==> config.mk <==
export PLATFORM = sky130hd
export DESIGN_NAME = codec_sem_regs
export DESIGN_NICKNAME = d
export VERILOG_FILES = /design/src/rtl/codec_sem_pkg.sv /design/src/rtl/csr_decode.sv /design/src/rtl/sem_unit.sv /design/src/rtl/pcm_port.sv /design/src/rtl/codec_sem_regs.sv
export SDC_FILE = /design/constraint.sdc
export NUM_CORES = 1
export LEC_CHECK = 0
export BUFFER_PORTS_ARGS = -buffer_cell sky130_fd_sc_hd__buf_2
export CAP_MARGIN = 20
export CORE_ASPECT_RATIO = 0.8
export CORE_MARGIN = 2
export CORE_UTILIZATION = 33
export CTS_CLUSTER_DIAMETER = 200
export DETAILED_ROUTE_END_ITERATION = 7
export PLACE_DENSITY = 0.84
export SLEW_MARGIN = 0
export SYNTH_ARGS = -nofsm -noshare
export SYNTH_HDL_FRONTEND = slang
export SYNTH_HIERARCHICAL = 1
export SYNTH_SLANG_ARGS = --single-unit
==> constraint.sdc <==
create_clock -name clk -period 3.2 [get_ports clk]
set_input_delay 0.96 -clock clk [delete_from_list [all_inputs] [get_ports clk]]
set_output_delay 0.96 -clock clk [all_outputs]
set_load 0.01 [all_outputs]
==> src/rtl/codec_sem_pkg.sv <==
package codec_sem_pkg;
    localparam int DATA_W = 32;

    typedef struct packed {
        logic busy;
    } sem_state_t;

    typedef struct packed {
        logic err;
    } pcm_state_t;

    typedef struct packed {
        logic [DATA_W-1:0] rdata;
    } bus_state_t;
endpackage

==> src/rtl/csr_decode.sv <==
module csr_decode #(
    parameter int                ADDR_W  = 8,
    parameter logic [ADDR_W-1:0] SEM_OFF = 8'h20,
    parameter logic [ADDR_W-1:0] PCM_OFF = 8'h40
) (
    input  logic [ADDR_W-1:0] addr,
    input  logic              rd,
    input  logic              wr,
    output logic              sem_rd,
    output logic              sem_wr,
    output logic              pcm_rd,
    output logic              pcm_wr
);
    logic hit_sem;
    logic hit_pcm;

    always_comb begin
        hit_sem = (addr == SEM_OFF);
        hit_pcm = (addr == PCM_OFF);
        sem_rd  = rd & hit_sem;
        sem_wr  = wr & hit_sem;
        pcm_rd  = rd & hit_pcm;
        pcm_wr  = wr & hit_pcm;
    end
endmodule

==> src/rtl/sem_unit.sv <==
module sem_unit
    import codec_sem_pkg::*;
(
    input  logic clk,
    input  logic rst_n,
    input  logic claim_rd,
    input  logic sw_wr,
    input  logic sw_bit,
    input  logic hw_done,
    output logic rd_bit,
    output logic busy
);
    sem_state_t st_q, st_d;
    logic       after_release;

    // Release (hardware or software) is resolved before the claiming read.
    always_comb begin
        st_d          = st_q;
        after_release = st_q.busy & ~(hw_done | (sw_wr & ~sw_bit));
        rd_bit        = after_release;
        st_d.busy     = claim_rd ? 1'b1 : after_release;
    end

    always_ff @(posedge clk) begin
        if (!rst_n) st_q <= '0;
        else        st_q <= st_d;
    end

    assign busy = st_q.busy;
endmodule

==> src/rtl/pcm_port.sv <==
module pcm_port
    import codec_sem_pkg::*;
(
    input  logic              clk,
    input  logic              rst_n,
    input  logic              wr_req,
    input  logic              rd_req,
    input  logic [DATA_W-1:0] wdata,
    input  logic              tx_full,
    input  logic              rx_empty,
    input  logic [DATA_W-1:0] rx_data,
    output logic              tx_push,
    output logic [DATA_W-1:0] tx_data,
    output logic              rx_pop,
    output logic [DATA_W-1:0] rd_word,
    output logic              err
);
    pcm_state_t st_q, st_d;

    always_comb begin
        st_d    = st_q;
        tx_push = wr_req & ~tx_full;
        tx_data = wdata;
        rx_pop  = rd_req & ~rx_empty;
        rd_word = rx_pop ? rx_data : '0;
        if ((wr_req & tx_full) | (rd_req & rx_empty)) st_d.err = 1'b1;
    end

    always_ff @(posedge clk) begin
        if (!rst_n) st_q <= '0;
        else        st_q <= st_d;
    end

    assign err = st_q.err;
endmodule

==> src/rtl/codec_sem_regs.sv <==
module codec_sem_regs
    import codec_sem_pkg::*;
#(
    parameter int                ADDR_W  = 8,
    parameter logic [ADDR_W-1:0] SEM_OFF = 8'h20,
    parameter logic [ADDR_W-1:0] PCM_OFF = 8'h40
) (
    input  logic              clk,
    input  logic              rst_n,
    input  logic [ADDR_W-1:0] bus_addr,
    input  logic              bus_rd,
    input  logic              bus_wr,
    input  logic [DATA_W-1:0] bus_wdata,
    output logic [DATA_W-1:0] bus_rdata,
    input  logic              cyc_done,
    output logic              tx_push,
    output logic [DATA_W-1:0] tx_data,
    input  logic              tx_full,
    output logic              rx_pop,
    input  logic [DATA_W-1:0] rx_data,
    input  logic              rx_empty,
    output logic              err_flag
);
    logic              sem_rd, sem_wr, pcm_rd, pcm_wr;
    logic              sem_bit, sem_busy;
    logic [DATA_W-1:0] pcm_word;
    bus_state_t        bus_q, bus_d;

    csr_decode #(
        .ADDR_W (ADDR_W),
        .SEM_OFF(SEM_OFF),
        .PCM_OFF(PCM_OFF)
    ) u_dec (
        .addr  (bus_addr),
        .rd    (bus_rd),
        .wr    (bus_wr),
        .sem_rd(sem_rd),
        .sem_wr(sem_wr),
        .pcm_rd(pcm_rd),
        .pcm_wr(pcm_wr)
    );

    sem_unit u_sem (
        .clk     (clk),
        .rst_n   (rst_n),
        .claim_rd(sem_rd),
        .sw_wr   (sem_wr),
        .sw_bit  (bus_wdata[0]),
        .hw_done (cyc_done),
        .rd_bit  (sem_bit),
        .busy    (sem_busy)
    );

    pcm_port u_pcm (
        .clk     (clk),
        .rst_n   (rst_n),
        .wr_req  (pcm_wr),
        .rd_req  (pcm_rd),
        .wdata   (bus_wdata),
        .tx_full (tx_full),
        .rx_empty(rx_empty),
        .rx_data (rx_data),
        .tx_push (tx_push),
        .tx_data (tx_data),
        .rx_pop  (rx_pop),
        .rd_word (pcm_word),
        .err     (err_flag)
    );

    always_comb begin
        bus_d = '0;
        if (sem_rd)      bus_d.rdata = {{(DATA_W-1){1'b0}}, sem_bit};
        else if (pcm_rd) bus_d.rdata = pcm_word;
    end

    always_ff @(posedge clk) begin
        if (!rst_n) bus_q <= '0;
        else        bus_q <= bus_d;
    end

    assign bus_rdata = bus_q.rdata;
endmodule

==> results.sh, run 1 <==
export IMPL_status="finished, final reports clean"
export IMPL_yosysUniqueCellTypes=19
export IMPL_drc_errors=0
export IMPL_cp_max_fo=4
export IMPL_diodes=0
export IMPL_die_y_um=66.5
export IMPL_antenna_found_initial=0
export IMPL_path_class="in -> out"
export IMPL_powerDensity_nw_per_um2=403
export IMPL_worst_setup_path_end_kind="output pin"
export IMPL_clk_latency_ns=0.28
export IMPL_clockBufferDepth=2
export IMPL_finalCritPeriodShare_pct=97.6
export IMPL_fin_util_pct=41.5
export IMPL_grt_max_degree=33
export IMPL_place_congestion=0.697
export IMPL_vias=1140
export IMPL_drt_iter0_markers=10
export IMPL_period_needed_ns=3.12
export IMPL_routedWlPerCell_um=11.7
export IMPL_leakagePower_nw=0.991
export IMPL_tritoncts="yes"
export IMPL_worst_pin_slew_ns=0.372
export IMPL_drt_wl_total_um=3180
export IMPL_arrival_ns=2.16
export IMPL_place_inst=263
export IMPL_fp_coreArea_um2=4650
export IMPL_grt_pass1_vias=1094
export IMPL_fmax_mhz=320
export IMPL_stdcell_count=271
export IMPL_grt_usage_pct=12.2
export IMPL_post_drt_via_cell_ratio=4.21
export IMPL_drt_first_pass_iters=4
export IMPL_avgSynthCellArea_um2=10.4
export IMPL_setup_viol_count_final=0
export IMPL_mostFrequentLayoutCells="buf_2, dfxtp_1, and2_1, and2_4, and2_2"
export IMPL_htreeDepth=2
export IMPL_portBuffers=83
export IMPL_grt_pass1_wl_um=5000
export IMPL_clk_pin_slew_ns=0.06
export IMPL_grt_overflow_total=0
export IMPL_vdd_drop_max_uv=206
export IMPL_maxSlewHeadroom_pct=75.0
export IMPL_nNetsFinal=289
export IMPL_syn_area_um2=1610
export IMPL_die_x_um=82.1
export IMPL_ctsHoldBuffers=0
export IMPL_yosysWarnings=6
export IMPL_cts_root_buf="clkbuf_8"
export IMPL_hpwl_um=2520
export IMPL_numCtsBuffers=5
export IMPL_drive_gt1_share_pct=64.9
export IMPL_hp_class="reg -> reg"
export IMPL_worstSetupStartpointType="primary input"
export IMPL_required_ns=2.24
export IMPL_hold_viol_final=0
export IMPL_die_area_um2=5450
export IMPL_tns_ns=0
export IMPL_yosysSeqAreaShare_pct=42.3
export IMPL_pin_count=146
export IMPL_initial_core_util_pct=34.6
export IMPL_ys_seq_elements=34
export IMPL_synth_cells=155
export IMPL_area_growth_pct=20.1
export IMPL_cts_sinks=34
export IMPL_placementRows=22
export IMPL_drv_slew=0
export IMPL_fin_skew_ns=0.000651
export IMPL_fillCellCount=457
export IMPL_synth_nets=234
export IMPL_final_common_cell="buf_2"
export IMPL_rsz0062_at_grt="no"
export IMPL_postRouteAntennaNets=0
export IMPL_cap_violations=0
what timing repair did:
action	in CTS	in global routing
buffers inserted	0	0
hold endpoints to repair	0	0
gates resized for setup	0	2
endpoints found under the setup margin	0	2
cell usage after synthesis:
| library cell | number | area share, % |
|---|---|---|
| and2_1 | 29 | 11 |
| nand3_1 | 1 | 0.31 |
| nor3_1 | 4 | 1.2 |
| or3b_2 | 2 | 1.1 |
| nand4b_1 | 1 | 0.54 |
| nor2b_4 | 2 | 1.7 |
| and2_4 | 21 | 11 |
| and2_2 | 13 | 6.1 |
| buf_4 | 32 | 15 |
| nor3b_2 | 1 | 0.78 |
| buf_6 | 6 | 4.2 |
| dfxtp_1 | 34 | 42 |
| or4_4 | 1 | 0.70 |
| and3b_2 | 1 | 0.62 |
| a221oi_1 | 1 | 0.54 |
| nand2_1 | 1 | 0.23 |
| nor2b_1 | 2 | 0.78 |
| o21a_1 | 1 | 0.47 |
| nand2b_1 | 2 | 0.78 |
registers in the layout, summed over array words and instances, names as in the netlist:
signal	flops
u_sem/busy	1
bus_rdata	32
u_pcm/err	1
layer usage:
metal  part of all wire [%]  GRT usage [%]  vias to the layer above
li1                       -              -                      554
met1                     37           12.0                      501
met2                     47           20.9                       65
met3                     13           5.83                       20
met4                    2.9           7.08                        0
met5                      0              0                        -
per-stage QoR:
step	cell area [um^2]	setup slack (ns)	power [mW]	hold slack, ns
6_report	1930	0.0765	0.779	0.502
5_1_grt	1930	0.0310	0.821	0.552
4_1_cts	1920	0.0187	0.795	0.504
3_5_place_dp	1830	0.0187	0.467	0.484
3_3_place_gp	1830	0.0618	0.467	0.492
2_1_floorplan	1610	0.0296	0.478	0.541
worst max-delay path, stage by stage:
cell and delay (ns):
buf_2 0.09, or4_4 0.55, nor3_2 0.23, nor2b_4 0.19
buf_2 0.14
worst paths after layout:
| path | end | slack [ns] | cells past startpoint | start |
|---|---|---|---|---|
| setup / recovery | rx_pop | 0.08 | 5 | bus_addr[1] |
| hold reg to reg | u_pcm/err | 0.50 | 2 | u_pcm/err |
| hold / removal | u_pcm/err | 0.50 | 2 | u_pcm/err |
| setup reg to reg | bus_rdata[0] | 2.47 | 3 | u_sem/busy |
layout make-up:
class,instances,area [um^2],area share [%]
flip-flops and latches,34,681,35.2
multi-input cells,83,631,32.6
repair buffers,86,450,23.3
clock buffers,6,82.6,4.27
well taps,60,75.1,3.89
clock inverters,2,12.5,0.648
cells by family (layout without fill, tap and decap cells):
kind of cell           count (synthesis)  after routing  synth area share [%]
DFF                                   34             34                  42.3
AOI/OAI and AO/OA                      2              2                  1.01
buffers and inverters                 38             94                  19.1
and+or+nand+nor                       81             81                  37.6
power by group:
group | leakage (nW) | internal (mW) | switching [mW]
clock network | 0.0472 | 0.173 | 0.149
registers | 0.274 | 0.423 | 0.0000163
logic | 0.670 | 0.0232 | 0.0118
total | 0.991 | 0.619 | 0.161
Power figures use the tool's default switching activity.
==> run 2, diff against run 1 <==
SETUP_SLACK_MARGIN = 0.2   (was not set)
==> run 2 against run 1 <==
Combinational power increased by 9.1%; highest routed layer unchanged; wire length increased by 7.7%; global-route usage increased by 0.22 points; clock-buffer cell count decreased by 1; critical path depth unchanged; worst hold slack improved by 0.024 ns; first-iteration DRC count decreased by 10%; worst setup slack improved by 0.042 ns.
==> results.sh, run 2 (same netlist as run 1, synthesis figures left out) <==
export IMPL_status="finished, final reports clean"
export IMPL_cp_max_fo=3
export IMPL_cap_violations=0
export IMPL_drt_first_pass_iters=4
export IMPL_fin_skew_ns=0.000399
export IMPL_tritoncts="yes"
export IMPL_period_needed_ns=3.08
export IMPL_largest_register_ffs=32
export IMPL_hp_class="reg -> reg"
export IMPL_htreeDepth=2
export IMPL_drive_gt1_share_pct=64.8
export IMPL_powerDensity_nw_per_um2=391
export IMPL_place_congestion=0.773
export IMPL_r2r_worst_path_cells=2
export IMPL_area_growth_pct=19.8
export IMPL_path_class="in -> out"
export IMPL_grt_max_degree=33
export IMPL_post_drt_via_cell_ratio=4.26
export IMPL_fp_coreArea_um2=4650
export IMPL_drc_errors=0
export IMPL_routedWlPerCell_um=12.7
export IMPL_power_total_mw=0.754
export IMPL_postRouteAntennaNets=0
export IMPL_leakagePower_nw=1.01
export IMPL_die_area_um2=5450
export IMPL_initial_core_util_pct=34.6
export IMPL_mostFrequentLayoutCells="buf_2, dfxtp_1, and2_1, and2_4, and2_2"
export IMPL_grt_pass1_wl_um=5000
export IMPL_rr_endpoint="u_pcm/err"
export IMPL_hpwl_um=2610
export IMPL_vias=1150
export IMPL_hold_viol_final=0
export IMPL_diodes=0
export IMPL_drt_wl_total_um=3420
export IMPL_portBuffers=83
export IMPL_drt_iter0_markers=9
export IMPL_worstSetupStartpointType="primary input"
export IMPL_setup_viol_count_final=0
export IMPL_arrival_ns=2.12
export IMPL_worst_pin_slew_ns=0.518
export IMPL_vdd_drop_max_uv=205
export IMPL_rrSetupSlack_ns=2.47
export IMPL_clk_pin_slew_ns=0.07
export IMPL_grt_usage_pct=12.4
export IMPL_die_y_um=66.5
export IMPL_numCtsBuffers=5
export IMPL_final_common_cell="buf_2"
export IMPL_rsz0062_at_grt="yes"
export IMPL_clockBufferDepth=2
export IMPL_whs_path_depth=2
export IMPL_clk_latency_ns=0.28
export IMPL_whs_endpoint="u_pcm/err"
export IMPL_grt_overflow_total=0
export IMPL_r2r_start="u_pcm/err"
export IMPL_pin_count=146
export IMPL_die_x_um=82.1
export IMPL_fmax_mhz=325
export IMPL_antenna_found_initial=0
export IMPL_cts_root_buf="clkbuf_8"
export IMPL_nNetsFinal=289
export IMPL_worst_setup_path_end_kind="output pin"
export IMPL_required_ns=2.24
export IMPL_maxSlewHeadroom_pct=65.4
export IMPL_grt_pass1_vias=1116
export IMPL_cts_sinks=34
export IMPL_tns_ns=0
export IMPL_placementRows=22
export IMPL_fillCellCount=479
export IMPL_drv_slew=0
export IMPL_finalCritPeriodShare_pct=96.3
export IMPL_holdCritStartpoint="u_pcm/err"
[run 2: worst max-delay path, stage by stage]
cell and delay (ns):
buf_6 0.09, or4_4 0.57, nor3_4 0.20, nor2b_4 0.19, buf_6 0.11
[run 2: per-stage QoR]
step	util (%)	area (um^2)	hold WS (ns)	std cells	setup slack (ns)
after floorplan	-	1620	0.541	155	0.155
after global placement	39.1	1820	0.500	262	0.124
after detailed placement	39.1	1820	0.503	262	0.0945
after CTS	41.3	1920	0.524	270	0.118
after global routing	41.4	1930	0.568	270	0.0810
final	41.4	1930	0.526	270	0.119
[run 2: worst max-delay path by stage]
stage | startpoint | to | slack, ns | depth (start not counted)
3_3_place_gp | bus_addr[1] | tx_push | 0.12 | 5
2_1_floorplan | bus_addr[1] | rx_pop | 0.16 | 4
4_1_cts | bus_addr[7] | rx_pop | 0.12 | 5
3_5_place_dp | bus_addr[1] | tx_push | 0.09 | 5
6_report | bus_addr[7] | rx_pop | 0.12 | 5
5_1_grt | bus_addr[7] | rx_pop | 0.08 | 5
[run 2: area by class of cell]
cell class	instances	area, um^2	share of cell area (%)
clock inverters	2	10.0	0.519
flip-flops and latches	34	681	35.3
well taps	60	75.1	3.89
multi-input cells	83	643	33.4
clock buffers	5	68.8	3.57
repair buffers	86	450	23.4
[run 2: timing repair]
item,in CTS,in global routing
hold buffers,0,0
gates cloned,0,0
gates resized for setup,3,1
setup buffers,1,0
setup endpoints to repair,2,2
pin swaps,2,1
[run 2: metal layers]
| metal | global-route usage [%] | up-vias | wire (um) |
|---|---|---|---|
| met4 | 8.75 | 0 | 132 |
| li1 | - | 552 | - |
| met3 | 5.15 | 23 | 465 |
| met2 | 21.3 | 84 | 1600 |
| met5 | 0 | - | 0 |
| met1 | 12.0 | 491 | 1220 |
[run 2: power by group]
part           internal, mW  switching [mW]  total, mW
registers             0.423       0.0000156      0.423
logic                0.0244          0.0138     0.0382
clock network         0.146           0.147      0.292
